$ cat config.mk
export PLATFORM = sky130hd
export DESIGN_NAME = i2c_cond_req_ctrl
export DESIGN_NICKNAME = d
export VERILOG_FILES = /design/src/rtl/cond_req_pkg.sv /design/src/rtl/req_flag.sv /design/src/rtl/issue_pulser.sv /design/src/rtl/i2c_cond_req_ctrl.sv
export SDC_FILE = /design/constraint.sdc
export NUM_CORES = 1
export LEC_CHECK = 0
export ABC_CLOCK_PERIOD_IN_PS = 1090
export BUFFER_PORTS_ARGS = -buffer_cell sky130_fd_sc_hd__buf_2
export CORE_AREA = 2 2 39 41
export CTS_CLUSTER_DIAMETER = 40
export DETAILED_ROUTE_END_ITERATION = 10
export DIE_AREA = 0 0 41 43
export PLACE_DENSITY = 0.45
export SLEW_MARGIN = 10
export SYNTH_ARGS = -nofsm -noshare
export SYNTH_HDL_FRONTEND = slang
export SYNTH_SLANG_ARGS = --single-unit
$ cat constraint.sdc
create_clock -name clk -period 1.09 [get_ports clk]
set_input_delay 0.1635 -clock clk [delete_from_list [all_inputs] [get_ports clk]]
set_output_delay 0.1635 -clock clk [all_outputs]
set_load 0.01 [all_outputs]
$ cat src/rtl/cond_req_pkg.sv
package cond_req_pkg;

  // Bus monitor and housekeeping events that may end a request.
  typedef struct packed {
    logic mod_rst;
    logic arb_lost;
    logic start_det;
    logic stop_det;
  } bus_evt_t;

  // Which request a flag cell implements; selects gating and clear list.
  typedef enum logic {
    REQ_RESTART = 1'b0,
    REQ_STOP    = 1'b1
  } req_kind_e;

endpackage

$ cat src/rtl/req_flag.sv
module req_flag
  import cond_req_pkg::*;
#(
  parameter req_kind_e KIND = REQ_RESTART
) (
  input  logic     clk,
  input  logic     rst,
  input  logic     we,
  input  logic     wdata,
  input  logic     bus_busy,
  input  logic     master,
  input  logic     opposite_active,
  input  bus_evt_t evt,
  output logic     flag_q,
  output logic     clr
);

  logic gate_ok;
  logic evt_clr;

  generate
    if (KIND == REQ_STOP) begin : g_stop
      // Stop needs master mode to be accepted; also ends on stop or start.
      assign gate_ok = bus_busy & master & ~opposite_active;
      assign evt_clr = evt.mod_rst | evt.arb_lost | evt.stop_det | evt.start_det;
    end else begin : g_restart
      // Restart may be queued from slave mode; ends on the issued start.
      assign gate_ok = bus_busy & ~opposite_active;
      assign evt_clr = evt.mod_rst | evt.arb_lost | evt.start_det;
    end
  endgenerate

  logic set_req;

  always_comb begin
    clr     = evt_clr | (we & ~wdata);
    set_req = we & wdata & gate_ok;
  end

  always_ff @(posedge clk) begin
    if (rst)          flag_q <= 1'b0;
    else if (clr)     flag_q <= 1'b0;
    else if (set_req) flag_q <= 1'b1;
  end

endmodule

$ cat src/rtl/issue_pulser.sv
module issue_pulser (
  input  logic clk,
  input  logic rst,
  input  logic flag_q,
  input  logic clr,
  input  logic bus_busy,
  input  logic master,
  output logic issue
);

  logic done_q;
  logic fire;

  always_comb fire = flag_q & ~clr & bus_busy & master & ~done_q;

  always_ff @(posedge clk) begin
    if (rst) begin
      issue  <= 1'b0;
      done_q <= 1'b0;
    end else begin
      issue <= fire;
      if (clr)       done_q <= 1'b0;
      else if (fire) done_q <= 1'b1;
    end
  end

endmodule

$ cat src/rtl/i2c_cond_req_ctrl.sv
module i2c_cond_req_ctrl
  import cond_req_pkg::*;
(
  input  logic clk,
  input  logic rst,
  input  logic mod_rst,
  input  logic rs_we,
  input  logic rs_wdata,
  input  logic sp_we,
  input  logic sp_wdata,
  input  logic bus_busy,
  input  logic master,
  input  logic arb_lost,
  input  logic start_det,
  input  logic stop_det,
  input  logic stop_active,
  input  logic rs_active,
  output logic rs_flag,
  output logic sp_flag,
  output logic rs_issue,
  output logic sp_issue
);

  bus_evt_t evt;
  logic     rs_clr;
  logic     sp_clr;

  always_comb begin
    evt.mod_rst   = mod_rst;
    evt.arb_lost  = arb_lost;
    evt.start_det = start_det;
    evt.stop_det  = stop_det;
  end

  req_flag #(.KIND(REQ_RESTART)) u_rs_flag (
    .clk(clk), .rst(rst), .we(rs_we), .wdata(rs_wdata),
    .bus_busy(bus_busy), .master(master), .opposite_active(stop_active),
    .evt(evt), .flag_q(rs_flag), .clr(rs_clr)
  );

  req_flag #(.KIND(REQ_STOP)) u_sp_flag (
    .clk(clk), .rst(rst), .we(sp_we), .wdata(sp_wdata),
    .bus_busy(bus_busy), .master(master), .opposite_active(rs_active),
    .evt(evt), .flag_q(sp_flag), .clr(sp_clr)
  );

  issue_pulser u_rs_pulse (
    .clk(clk), .rst(rst), .flag_q(rs_flag), .clr(rs_clr),
    .bus_busy(bus_busy), .master(master), .issue(rs_issue)
  );

  issue_pulser u_sp_pulse (
    .clk(clk), .rst(rst), .flag_q(sp_flag), .clr(sp_clr),
    .bus_busy(bus_busy), .master(master), .issue(sp_issue)
  );

endmodule

==> results.md <==
* RR Endpoint: u_sp_pulse.issue
* Crit-path cells: buf_2 -> or4_4 -> nor3_2 -> nor3b_2
* Unique masters post-synth at 14
* Initial Util at 17.6%
* Post-Syn Area at 244 sq um
* Via count at 240
* Critical path fanouts, max at 3
* Global Route Usage Sum at 7.94%
* Clock skew at 0.00514 ns
* Worst min-delay path class: in -> reg
* ANT nets after route at 0
* Hold_ws at 0.184 ns
* CORE AREA at 0.00138 sq mm
* RSZ-0062 raised after global routing: no
* Vias/cell at 3.93
* Clk buf depth at 2
* Leakage at 0.000165 uW
* Layout cell share with drive strength beyond 1 at 55.6%
* Most frequent cells in the layout: 17 x buf_2, 6 x dfxtp_1, 4 x inv_1
* Slew Limit Fails at 0
* Wire per inst at 9.07 um
* Global-route wire length before repair at 834 um
* H-tree depth reported by CTS at 1
* Die ar. at 0.00176 sq mm
* Clk Latency, worst-skew pair at 0.24 ns
* Initial antenna violation count at 0
* Req. time, crit path at 1.26 ns
* Register area share after synthesis at 49.2%
* Kind of critical path: in -> reg
* Seq cells post-synth at 6
* Setup violators final at 0
* Most common cell after layout, fill and taps aside: buf_2
* Chip height at 43 um
* First-pass DRT Iterations at 2
* Die W at 41 um
* Final Wtd Congestion at 0.608
* Ant diodes at 0
* CP max-delay cell: or4_4
* Aggregate routed wire length at 553 um
* Fin area at 372 sq um
* Power Dens Cells at 1240 mW/mm^2
* PostCTS Resize Cnt at 0
* Clk root buf: clkbuf_4
* Type of origin of the critical path: input port
* Final hold vios at 0
* I/O pins at 18
* Worst vdd ir at 0.405 mV
* Mean Syn Cell Area at 9.76 sq um
* Vias in the first global route at 198
* Yosys warning count at 0
* Max Cap Viol at 0
* Worst Max-Slew Pin Slew at 0.190 ns
* Worst slew margin at 87.3%
* Place WS at -0.191 ns
* Hold buffers post-CTS at 0
* Setup TNS at 0 ns
* Arr. time, crit path at 1.19 ns
* Port Buf Inserts at 17
* # DRC at 0
* CTS buffer count at 3
* CTS tree: done
* Layout area overhead at 52.3%
* Largest net degree at the start of global routing at 5
* Fin util at 26.9%
* Status: finished, final reports clean
* # nets final at 61
* Max Fclk at 0.983 GHz
* Post-synth top area share at 49.2%
* DRT iter0 DRCs at 4
* DPL Wire Length at 464 um
* Worst r2r src: u_sp_flag.flag_q
* Post-CTS Setup Inserts at 0
* Cells on worst reg2reg path at 2
* CTS sink count at 6
* Worst hold start: stop_det
* # rows at 14
* Reg clk slew, reported paths at 0.05 ns
* CP endpoint kind: register
* Area leader, netlist: dfxtp_1
* Top cells by area, synth: dfxtp_1 49%, nor3_2 8.2%, inv_1 6.2%
* Post-DP Area at 349 sq um
* Syn Nets at 39
* Min-Delay Endpoint: u_sp_flag.flag_q
* Post-Synthesis Cells at 25
* Slowest stage delay, CP at 0.53 ns
* Fill count at 156
* Crit path time final at 1.02 ns
* Period utilisation layout at 93.3%
* GRT overflow at 0
* Reg-to-reg slack, setup at 0.39 ns
* Hold path cells at 3
* Final worst slack at 0.0728 ns
## kinds of logic (layout without fill, tap and decap cells)
group / Yosys count / in the layout / share of synthesized area [%]
flip-flops: 6 / 6 / 49.2
AO/OA/AOI/OAI: 5 / 5 / 14.4
buffers and inverters: 4 / 24 / 6.15
AND/OR/NAND/NOR: 10 / 10 / 30.3
## critical path: cells and delay by family
| family | cells | cell delay, ns |
|---|---|---|
| buf+inv | 1 | 0.10 |
| simple gates | 3 | 0.93 |
## routing by layer
layer  GRT usage (%)  wire [um]  vias to the layer above
met5               0          0                        -
met4            6.00          0                        0
met3            7.85         82                        0
met2            6.25        163                       18
met1            11.3        307                       95
li1                -          -                      127
## cell type report
type                       count  area [sq um]  share of cell area [%]
timing repair buffer          17          85.1                    22.9
inverter                       4          15.0                    4.04
clock buffer                   3          22.5                    6.06
tap                           16          20.0                    5.39
sequential                     6           120                    32.3
multi-input combinational     15           109                    29.3
## Yosys cell counts
cell / instances
nor2_1: 2
a21oi_1: 1
a21boi_1: 1
a21o_2: 1
nand3_1: 2
o21a_1: 1
nor3_2: 2
nor3b_2: 1
or4_4: 1
nor2b_1: 1
dfxtp_1: 6
inv_1: 4
a31oi_1: 1
nand4_1: 1
## flip-flops by register name, summed over array words and instances (netlist names)
signal and flops:
u_rs_flag.flag_q 1, u_rs_pulse.done_q 1, u_rs_pulse.issue 1, u_sp_flag.flag_q 1
u_sp_pulse.done_q 1, u_sp_pulse.issue 1
## where the power goes
| part | leakage, uW | switching (uW) | internal [uW] |
|---|---|---|---|
| clock | 0.0000138 | 79.3 | 125 |
| sequential | 0.0000483 | 0.180 | 220 |
| combinational | 0.000103 | 15.3 | 21.9 |
| total | 0.000165 | 94.8 | 367 |
## worst max-delay path by stage
stage | start | to | slack (ns) | cells after the start
final | start_det | u_sp_pulse.issue | 0.07 | 4
after CTS | start_det | u_sp_pulse.issue | 0.06 | 4
after global routing | start_det | u_sp_pulse.issue | 0.02 | 4
after global placement | start_det | u_sp_pulse.issue | -0.19 | 4
after floorplan | start_det | u_sp_pulse.issue | -0.01 | 3
after detailed placement | start_det | u_sp_pulse.issue | -0.19 | 4
## per-stage QoR
| step | power, uW | cells |
|---|---|---|
| 3_3_place_gp | 263 | 58 |
| 5_1_grt | 496 | 61 |
| 4_1_cts | 473 | 61 |
| 6_report | 461 | 61 |
| 3_5_place_dp | 262 | 58 |
| 2_1_floorplan | 234 | 25 |
(Power assumes the default switching activity.)
